## src/rtl/pwmdec_pkg.sv

```systemverilog
package pwmdec_pkg;
    // Number of quotient bits produced by the serial divider
    localparam int unsigned QBITS      = 20;
    // 2.5e6 µV per unit of duty: (0.2 - D) / 0.4 V expressed in µV
    localparam int          DUTY_SCALE = 2500000;
    localparam int          MID_UV     = 500000;
    localparam int          FULL_UV    = 250000;

    typedef enum logic [1:0] {
        RNG_IN   = 2'd0,
        RNG_HIGH = 2'd1,
        RNG_LOW  = 2'd2
    } range_e;
endpackage

```

## src/rtl/pwmdec_sync.sv

```systemverilog
module pwmdec_sync #(
    parameter int W = 2
) (
    input  logic         clk,
    input  logic         rst_n,
    input  logic [W-1:0] d,
    output logic [W-1:0] q
);
    typedef struct packed {
        logic [W-1:0] s1;
        logic [W-1:0] s2;
    } sync_t;

    sync_t st_d, st_q;

    always_comb begin
        st_d.s1 = d;
        st_d.s2 = st_q.s1;
    end

    always_ff @(posedge clk or negedge rst_n) begin
        if (!rst_n) st_q <= '0;
        else        st_q <= st_d;
    end

    assign q = st_q.s2;
endmodule

```

## src/rtl/pwmdec_meter.sv

```systemverilog
module pwmdec_meter #(
    parameter int CNT_W = 12
) (
    input  logic             clk,
    input  logic             rst_n,
    input  logic             sync_s,
    input  logic             pwm_s,
    output logic             meas_start,
    output logic [CNT_W-1:0] meas_off,
    output logic [CNT_W-1:0] meas_len,
    output logic             meas_hi
);
    localparam logic [CNT_W-1:0] CNT_MAX = {CNT_W{1'b1}};

    typedef struct packed {
        logic             prev;
        logic [1:0]       edges;
        logic [CNT_W-1:0] len_cnt;
        logic [CNT_W-1:0] off_cnt;
        logic [CNT_W-1:0] len_hold;
        logic             hi_hold;
        logic             start;
        logic [CNT_W-1:0] m_off;
        logic [CNT_W-1:0] m_len;
        logic             m_hi;
    } meter_t;

    meter_t st_d, st_q;
    logic   bound;

    always_comb begin
        st_d       = st_q;
        st_d.start = 1'b0;
        st_d.prev  = sync_s;
        bound      = sync_s ^ st_q.prev;
        if (bound) begin
            // this clock opens a new cycle
            st_d.len_cnt  = CNT_W'(1);
            st_d.off_cnt  = CNT_W'(pwm_s);
            st_d.len_hold = st_q.len_cnt;
            st_d.hi_hold  = st_q.prev;
            if (st_q.edges == 2'd2) begin
                st_d.start = 1'b1;
                st_d.m_off = st_q.off_cnt;
                st_d.m_len = st_q.len_hold;
                st_d.m_hi  = st_q.hi_hold;
            end else begin
                st_d.edges = st_q.edges + 2'd1;
            end
        end else begin
            if (st_q.len_cnt != CNT_MAX) st_d.len_cnt = st_q.len_cnt + CNT_W'(1);
            if (pwm_s && (st_q.off_cnt != CNT_MAX)) st_d.off_cnt = st_q.off_cnt + CNT_W'(1);
        end
    end

    always_ff @(posedge clk or negedge rst_n) begin
        if (!rst_n) st_q <= '0;
        else        st_q <= st_d;
    end

    assign meas_start = st_q.start;
    assign meas_off   = st_q.m_off;
    assign meas_len   = st_q.m_len;
    assign meas_hi    = st_q.m_hi;
endmodule

```

## src/rtl/pwmdec_div.sv

```systemverilog
module pwmdec_div #(
    parameter int NUM_W = 34,
    parameter int DEN_W = 12,
    parameter int QB    = 20
) (
    input  logic             clk,
    input  logic             rst_n,
    input  logic             start,
    input  logic [NUM_W-1:0] num,
    input  logic [DEN_W-1:0] den,
    output logic             busy,
    output logic             done,
    output logic [QB-1:0]    quo
);
    localparam int IDX_W = $clog2(QB);

    typedef struct packed {
        logic             busy;
        logic             done;
        logic [IDX_W-1:0] idx;
        logic [NUM_W-1:0] rem;
        logic [DEN_W-1:0] den;
        logic [QB-1:0]    quo;
    } div_t;

    div_t             st_d, st_q;
    logic [NUM_W-1:0] trial;

    always_comb begin
        st_d      = st_q;
        st_d.done = 1'b0;
        trial     = NUM_W'(st_q.den) << st_q.idx;
        if (start) begin
            st_d.busy = 1'b1;
            st_d.rem  = num;
            st_d.den  = den;
            st_d.quo  = '0;
            st_d.idx  = IDX_W'(QB - 1);
        end else if (st_q.busy) begin
            if (st_q.rem >= trial) begin
                st_d.rem          = st_q.rem - trial;
                st_d.quo[st_q.idx] = 1'b1;
            end
            if (st_q.idx == '0) begin
                st_d.busy = 1'b0;
                st_d.done = 1'b1;
            end else begin
                st_d.idx = st_q.idx - IDX_W'(1);
            end
        end
    end

    always_ff @(posedge clk or negedge rst_n) begin
        if (!rst_n) st_q <= '0;
        else        st_q <= st_d;
    end

    assign busy = st_q.busy;
    assign done = st_q.done;
    assign quo  = st_q.quo;
endmodule

```

## src/rtl/pwmdec_post.sv

```systemverilog
module pwmdec_post
    import pwmdec_pkg::*;
#(
    parameter int CNT_W = 12,
    parameter int OFS_W = 16,
    parameter int OUT_W = 20,
    parameter int QB    = 20
) (
    input  logic             clk,
    input  logic             rst_n,
    input  logic             div_done,
    input  logic [QB-1:0]    quo,
    input  logic [CNT_W-1:0] m_off,
    input  logic [CNT_W-1:0] m_len,
    input  logic             m_hi,
    input  logic             avg_en,
    input  logic [OFS_W-1:0] ofs_hi,
    input  logic [OFS_W-1:0] ofs_lo,
    output logic [OUT_W-1:0] sample,
    output logic             sample_valid,
    output logic             sample_hi_phase,
    output logic             sample_sat
);
    localparam int CW = QB + 2;
    localparam int MW = CNT_W + 4;

    typedef struct packed {
        logic             valid;
        logic             hi;
        logic             sat;
        logic [OUT_W-1:0] sample;
        logic [CW-1:0]    prev;
        logic             prev_sat;
        logic             prev_vld;
    } post_t;

    post_t            st_d, st_q;
    range_e           cls;
    logic [MW-1:0]    off10, len1, len3;
    logic signed [CW-1:0] cur, cur_ofs, ofs_sel;
    logic signed [CW:0]   pair_sum, pair_avg;
    logic             cur_sat;

    always_comb begin
        off10 = MW'(m_off) * MW'(10);
        len1  = MW'(m_len);
        len3  = MW'(m_len) * MW'(3);
        if (off10 < len1)      cls = RNG_HIGH;
        else if (off10 > len3) cls = RNG_LOW;
        else                   cls = RNG_IN;

        case (cls)
            RNG_HIGH: cur = CW'(FULL_UV);
            RNG_LOW:  cur = -CW'(FULL_UV);
            default:  cur = CW'(MID_UV) - $signed({2'b00, quo});
        endcase
        cur_sat  = (cls != RNG_IN);
        ofs_sel  = m_hi ? CW'($signed(ofs_hi)) : CW'($signed(ofs_lo));
        cur_ofs  = cur - ofs_sel;
        pair_sum = (CW+1)'(cur_ofs) + (CW+1)'($signed(st_q.prev));
        pair_avg = pair_sum >>> 1;

        st_d       = st_q;
        st_d.valid = 1'b0;
        if (div_done) begin
            if (avg_en) begin
                if (st_q.prev_vld) begin
                    st_d.valid  = 1'b1;
                    st_d.sample = pair_avg[OUT_W-1:0];
                    st_d.sat    = cur_sat | st_q.prev_sat;
                    st_d.hi     = m_hi;
                end
            end else begin
                st_d.valid  = 1'b1;
                st_d.sample = cur_ofs[OUT_W-1:0];
                st_d.sat    = cur_sat;
                st_d.hi     = m_hi;
            end
            st_d.prev     = cur_ofs;
            st_d.prev_sat = cur_sat;
            st_d.prev_vld = 1'b1;
        end
    end

    always_ff @(posedge clk or negedge rst_n) begin
        if (!rst_n) st_q <= '0;
        else        st_q <= st_d;
    end

    assign sample          = st_q.sample;
    assign sample_valid    = st_q.valid;
    assign sample_hi_phase = st_q.hi;
    assign sample_sat      = st_q.sat;
endmodule

```

## src/rtl/pwm_current_decoder.sv

```systemverilog
module pwm_current_decoder
    import pwmdec_pkg::*;
#(
    parameter int CNT_W = 12,
    parameter int OFS_W = 16,
    parameter int OUT_W = 20
) (
    input  logic             clk,
    input  logic             rst_n,
    input  logic             sync_in,
    input  logic             pwm_in,
    input  logic             avg_en,
    input  logic [OFS_W-1:0] ofs_hi,
    input  logic [OFS_W-1:0] ofs_lo,
    output logic [OUT_W-1:0] sample,
    output logic             sample_valid,
    output logic             sample_hi_phase,
    output logic             sample_sat
);
    localparam int NUM_W = CNT_W + 22;

    logic [1:0]       line_s;
    logic             meas_start, meas_hi;
    logic [CNT_W-1:0] meas_off, meas_len;
    logic [NUM_W-1:0] div_num;
    logic             div_busy, div_done;
    logic [QBITS-1:0] div_quo;

    pwmdec_sync #(.W(2)) u_sync (
        .clk (clk),
        .rst_n (rst_n),
        .d   ({sync_in, pwm_in}),
        .q   (line_s)
    );

    pwmdec_meter #(.CNT_W(CNT_W)) u_meter (
        .clk        (clk),
        .rst_n      (rst_n),
        .sync_s     (line_s[1]),
        .pwm_s      (line_s[0]),
        .meas_start (meas_start),
        .meas_off   (meas_off),
        .meas_len   (meas_len),
        .meas_hi    (meas_hi)
    );

    assign div_num = NUM_W'(meas_off) * NUM_W'(DUTY_SCALE);

    pwmdec_div #(.NUM_W(NUM_W), .DEN_W(CNT_W), .QB(QBITS)) u_div (
        .clk   (clk),
        .rst_n (rst_n),
        .start (meas_start),
        .num   (div_num),
        .den   (meas_len),
        .busy  (div_busy),
        .done  (div_done),
        .quo   (div_quo)
    );

    pwmdec_post #(.CNT_W(CNT_W), .OFS_W(OFS_W), .OUT_W(OUT_W), .QB(QBITS)) u_post (
        .clk             (clk),
        .rst_n           (rst_n),
        .div_done        (div_done),
        .quo             (div_quo),
        .m_off           (meas_off),
        .m_len           (meas_len),
        .m_hi            (meas_hi),
        .avg_en          (avg_en),
        .ofs_hi          (ofs_hi),
        .ofs_lo          (ofs_lo),
        .sample          (sample),
        .sample_valid    (sample_valid),
        .sample_hi_phase (sample_hi_phase),
        .sample_sat      (sample_sat)
    );
endmodule

```

## config.mk

```make
export PLATFORM = sky130hd
export DESIGN_NAME = pwm_current_decoder
export DESIGN_NICKNAME = d
export VERILOG_FILES = /design/src/rtl/pwmdec_pkg.sv /design/src/rtl/pwmdec_sync.sv /design/src/rtl/pwmdec_meter.sv /design/src/rtl/pwmdec_div.sv /design/src/rtl/pwmdec_post.sv /design/src/rtl/pwm_current_decoder.sv
export SDC_FILE = /design/constraint.sdc
export NUM_CORES = 1
export LEC_CHECK = 0
export BUFFER_PORTS_ARGS = -buffer_cell sky130_fd_sc_hd__buf_4
export CAP_MARGIN = 10
export CORE_ASPECT_RATIO = 0.6
export CORE_MARGIN = 3
export CORE_UTILIZATION = 29
export CTS_CLUSTER_SIZE = 10
export DETAILED_ROUTE_END_ITERATION = 16
export SETUP_SLACK_MARGIN = 0.5
export SLEW_MARGIN = 5
export SYNTH_ARGS = -nofsm -noshare
export SYNTH_HDL_FRONTEND = slang
export SYNTH_SLANG_ARGS = --single-unit
```

## constraint.sdc

```tcl
create_clock -name clk -period 8.65 [get_ports clk]
set_input_delay 0.4325 -clock clk [delete_from_list [all_inputs] [get_ports clk]]
set_output_delay 0.4325 -clock clk [all_outputs]
set_load 0.01 [all_outputs]
```

* Word-level counts from Yosys, hierarchy flattened
Index checks and enable logic that the tools add are counted.
Word-level totals: logic and storage cells 90, bits in registers 190, input bits 37
Cells by class: $mul 3, $lt $le $gt $ge 5, multiplexer cells 24, shift operators 1, reduce and logical (&&, ||, !) cells 13, eq/ne operators 7, $add $sub $neg 8, bitwise gates (word level) 4
Operators with widths (number):
- $mux 20 | 3
- $mux 26 | 2
- $mux 47 | 1
- $mux 23 | 2
- $pmux 22 s2 | 1
- $mux 41 | 1
- $mux 39 | 1
- $ge 34x34->1 | 1
- $mux 34 | 1
- $shl 12x5->34 | 1
- $sub 34x34->34 | 1
- $mul 12x17->29 const B | 1
- $add 12x1->12 const B | 2
- $mux 12 | 2
- $mux 24 | 1
- $ne 12x12->1 const B | 2
- $mux 22 | 1
- $sub 22x22->22 | 1
- $add 21x21->21 | 1
- $sub 19x20->21 const A | 1
- $or 20x20->20 | 1
- $gt 16x14->1 | 1
- $lt 16x12->1 | 1
- $mul 12x3->15 const B | 1
- other kinds (20) | 34

* Depth between registers and ports, before layout
depth in word-level cells 11, mapped depth 43, depth with buffers taken out 43

* Hierarchy
A second synthesis with hierarchy kept.
Unflattened totals: cells, all modules 2121, area, all modules 18529.0 um2
By module, submodules not included:
- pwmdec_post | area each 6084.6 um2, instances 1, cells each 726
- pwmdec_div | area each 5800.6 um2, instances 1, cells each 709
- pwm_current_decoder | area each 3494.6 um2, instances 1, cells each 404
- pwmdec_meter | area each 3049.2 um2, instances 1, cells each 278
- pwmdec_sync | area each 100.1 um2, instances 1, cells each 4

* Least setup slack after synthesis
No wires, ideal clock.
path type register -> register, start reg u_meter.st_q (netlist bit u_meter.meas_off[1]), end reg u_post.st_q (netlist bit u_post.sample[19]), arrival 7607 ps, path slack 917 ps, stages on the path, launching flop included 38, required time 8524 ps, path through dfrtp_1 > ha_1 > ha_1 > fa_1 > a21o_1 > a21oi_1 > o31ai_1 > a211oi_1 > nor2_1 > ha_1 > nor4_1 > o21ai_0 > or2_2 > o311a_1 > a21oi_2 > nor2b_1 > and2_1 > ha_1 > [2 not listed] > a21oi_1 > o21a_1 > o31ai_1 > nor2_1 > o21ai_0 > nand2b_1 > xor2_1 > ha_1 > and4_1 > nand4_1 > a211oi_1 > nand3b_1 > nor4_1 > or3_1 > o21bai_1 > a21oi_1 > xor3_1 > a221o_1
Between the ends: word-level cells in the longest chain between the ends 10, elaborated cells on any way between the ends 12
Ends and longest elaborated chain:
- start, declared | RTL line pwmdec_meter.sv:28 | meter_t st_d, st_q;
- start signal, assigned | RTL line pwmdec_meter.sv:58 | else st_q <= st_d;
- $mul 12x3->15 (*) | RTL line pwmdec_post.sv:45 | off10 = MW'(m_off) * MW'(10);
- $gt 16x14->1 | RTL line pwmdec_post.sv:49 | else if (off10 > len3) cls = RNG_LOW;
- $mux 2 | RTL line pwmdec_post.sv:49
- $mux 2 (*) | RTL line pwmdec_post.sv:48 | if (off10 < len1) cls = RNG_HIGH;
- $eq 2x2->1 or $eq 2x1->1 (tied branches) | RTL line pwmdec_post.sv:52 | case (cls)
- $pmux 22 s2 (*) | RTL line pwmdec_post.sv:52
- $sub 22x22->22 (*) | RTL line pwmdec_post.sv:59 | cur_ofs = cur - ofs_sel;
- via u_post.cur_ofs[13] | RTL line pwmdec_post.sv:40 | logic signed [CW-1:0] cur, cur_ofs, ofs_sel;
- $add 21x21->21 (*) | RTL line pwmdec_post.sv:60 | pair_sum = (CW+1)'(cur_ofs) + (CW+1)'($signed(st_q.prev));
- $mux 23 (*) | RTL line pwmdec_post.sv:67 | if (st_q.prev_vld) begin
- $mux 23 (*) | RTL line pwmdec_post.sv:66 | if (avg_en) begin
- end signal, assigned | RTL line pwmdec_post.sv:87 | else st_q <= st_d;
- end, declared | RTL line pwmdec_post.sv:37 | post_t st_d, st_q;
The timed path passes the listed nets; every way through them passes the cells marked *. The select of a mux whose other input is x is not followed. A chain may end at the register's enable or synchronous reset.

* Worst setup path in the final report
start reg u_meter.st_q (netlist bit u_meter.meas_len[1]), end reg u_post.st_q (netlist bit u_post.sample[19])
Between the ends: word-level cells in the longest chain between the ends 10, elaborated cells on any way between the ends 12
Ends and longest elaborated chain:
- $mul 12x2->14 | RTL line pwmdec_post.sv:47 | len3 = MW'(m_len) * MW'(3);
- $gt 16x14->1 | RTL line pwmdec_post.sv:49
- $mux 2 | RTL line pwmdec_post.sv:49
- $mux 2 (*) | RTL line pwmdec_post.sv:48
- $eq 2x2->1 or $eq 2x1->1 (tied branches) | RTL line pwmdec_post.sv:52
- $pmux 22 s2 (*) | RTL line pwmdec_post.sv:52
- $sub 22x22->22 (*) | RTL line pwmdec_post.sv:59
- via u_post.cur_ofs[10] | RTL line pwmdec_post.sv:40
- $add 21x21->21 (*) | RTL line pwmdec_post.sv:60
- $mux 23 (*) | RTL line pwmdec_post.sv:67
- $mux 23 (*) | RTL line pwmdec_post.sv:66
Marked as above.

==> results.toml <==
[setup_path]
critPathMaxFanout = 6
endpoint_kind = "register"
cp.required_ns = 8.99
crit_arrival_ns = 8.37
cpPeakStageDelay_ns = 0.41
critPathLaunchType = "register"
path_class = "register to register"
crit_slowest_cell = "dfrtp_1"

[die]
io_pins = 60
die_w_microns = 322.0
die_h_microns = 195.6
die_area_sq_um = 62980
initial_core_util = 0.2977
core-area_sq_um = 58370
row_count = 68

[global_routing]
grt.overflow.total = 0
grt_usage = 0.1547
grt_pass1_wl_microns = 77960
grt_pass1_vias = 13880
use_met2 = 0.2024
use_met1 = 0.2558
antenna_found_initial = 3
grt-busiest-layer = "met1"
grt_max_degree = 92
grtUsageMet3 = 0.03294

[placement]
port-buffer-count = 59
hpwl_microns = 38160
place_congestion = 0.9180

[yosys]
ys_types = 83
synth_ff_type = "dfrtp_1"
syn_nets = 2287
syn_inst = 1972
synth-seq-area-share = 0.2722
netlist_top_cells_area = "dfrtp_1, ha_1, fa_1"
yosysTopAreaCell = "dfrtp_1"
postSynthAreaPerCell_sq_um = 8.810
synth-seq-cells = 189
syn_area_sq_um = 17370
async_flop_share = 1.000
synth_top_area_frac = 0.2722
yosys_warnings = 0
synth_edf_count = 0

[drt]
wire_per_inst_microns = 17.59
drc = 0
wl_microns = 49170
drt-initial-drc-count = 1217
via_per_inst = 5.197
vias = 14530
postRouteAntennaNets = 0
first_pass_iters = 5

[cells_and_area]
multi_input_area_sq_um = 11920
area_delta_synth_final_pct = 12.50
nNetsFinal = 2327
drive_gt1_frac = 0.1185
num-fill-cells = 6013
regArea_sq_um = 4735

[run_status]
outcome = "complete, no violations"

[min_path]
hold_path_class = "input port to asynchronous set/reset pin"

[sta]
fmax_mhz = 124.5
maxSlewViolCount = 0
fin_crit_ns = 8.032
setup_viol = 0
tightest_slew_ns = 1.070
fin_crit_sh = 0.9285
hold_violations = 0
rsz0062_at_grt = "true"
setup_tns_ns = 0
slew_headroom = 0.2868
skew_ns = 0.01427

[clocking]
clk_pin_slew_worst_paths_ns = 0.07
clockBufferDepth = 2
ctsHtreeMaxLevel = 4
cts_sinks = 189
cts_buffers = 17
cts_tree = "built"
cts_hold_buf = 0
clockRootBuffer = "clkbuf_16"
clock_latency_ns = 0.46

[job]
drv_cap = 0
-- sequential cells by signal, summed over array words and instances (netlist names) --
name and cells:
u_div.st_q 51, u_meter.st_q 40, u_post.st_q 23, u_div.quo 20, u_post.sample 20, u_meter.meas_len 12, u_meter.meas_off 12, u_sync.q 2
u_sync.st_d 2, u_div.busy 1, u_div.done 1, u_meter.meas_hi 1, u_meter.meas_start 1, u_post.sample_hi_phase 1, u_post.sample_sat 1, u_post.sample_valid 1
-- layout make-up --
| type | instances | area share |
|---|---|---|
| diodes | 1 | 0.0001280 |
| clock buffers | 19 | 0.02266 |
| clock inverters | 13 | 0.005506 |
| inverters | 162 | 0.03111 |
| multi-input cells | 1543 | 0.6101 |
| flip-flops and latches | 189 | 0.2423 |
| well taps | 770 | 0.04930 |
| repair buffers | 99 | 0.03892 |
-- final timing paths --
check                                    start                   to  slack [ns]  cells past startpoint
setup reg to reg           u_meter.meas_len[1]    u_post.sample[19]        0.62                     42
hold / removal                           rst_n       u_sync.st_d[1]        0.04                      1
min in group clk                       sync_in       u_sync.st_d[1]        0.09                      1
hold reg to reg                 u_sync.st_d[0]          u_sync.q[0]        0.35                      0
setup / recovery           u_meter.meas_len[1]    u_post.sample[19]        0.62                     42
max in group asynchronous                rst_n  u_post.sample_valid        7.38                      2
-- cell usage after synthesis (all sizes together) (5+ instances only) --
master   count
buf         31
o2111ai      5
and2         7
ha         229
a211oi      27
nor2b       20
fa          49
xnor2       71
a31oi       23
mux2        41
o22ai       22
a22oi       10
nand2b      24
nand3       58
a21o        36
nor4        10
or2          8
mux2i       32
nor3        34
o21a        16
inv        158
a21boi       8
o21bai      12
and3        21
nor2       140
or3         16
o21ai      112
a21oi      160
nand2      185
clkbuf      47
xor2        60
o31ai       14
nand4       16
o2bb2ai     10
dfrtp      189
-- logic make-up after synthesis --
family	Yosys count	share of synthesized area
simple gates	554	0.1494
compound gates	501	0.1813
fa+ha+maj	279	0.2220
buf+inv	240	0.05711
flops	189	0.2722
xor+xnor	132	0.06784
mux	77	0.05020
-- stage by stage --
step	std cells	setup slack [ns]	hold slack, ns	cell area (sq um)	utilization
2_1_floorplan	1972	0.9174	0.1369	17370	-
3_3_place_gp	2748	0.4062	0.3434	18610	0.3189
3_5_place_dp	2748	0.1549	0.3413	18610	0.3189
4_1_cts	2785	0.5197	0.06431	19250	0.3299
5_1_grt	2795	0.2059	0.06270	19540	0.3348
6_report	2796	0.6185	0.03709	19540	0.3348
-- cells in the final DEF, fill, tap and decap left out, drive strengths merged, types with 27 or more instances in the layout --
cell type  count
xor2          60
nor2         140
dfrtp        189
xnor2         71
fa            49
nand2        185
nand3         58
o21ai        112
inv          163
mux2i         32
buf           98
a21oi        160
a211oi        27
nor3          34
a21o          36
mux2          41
ha           229
-- critical path: cells and delay by family (launching register included) --
family,cells,cell delay [ns]
adder cells (fa/ha/maj),6,1.62
flip-flops,1,0.41
AO/OA/AOI/OAI,17,2.79
AND/OR/NAND/NOR,14,2.39
buffers and inverters,2,0.20
XOR/XNOR,3,0.51
-- per-layer routing --
metal | share of wire | vias to the layer above
met4 | 0.0074 | 4
met2 | 0.38 | 361
met1 | 0.55 | 7074
li1 | - | 7060
met3 | 0.065 | 31
met5 | 0.00053 | -
-- what timing repair did --
action,CTS,global route
buffers inserted,5,9
pin swaps,3,34
endpoints found under the setup margin,2,8
gates resized for setup,15,46
Power is left out: the tool's default activity adds up to more than one toggle a clock period on the data nets, which glitch-free logic cannot reach.
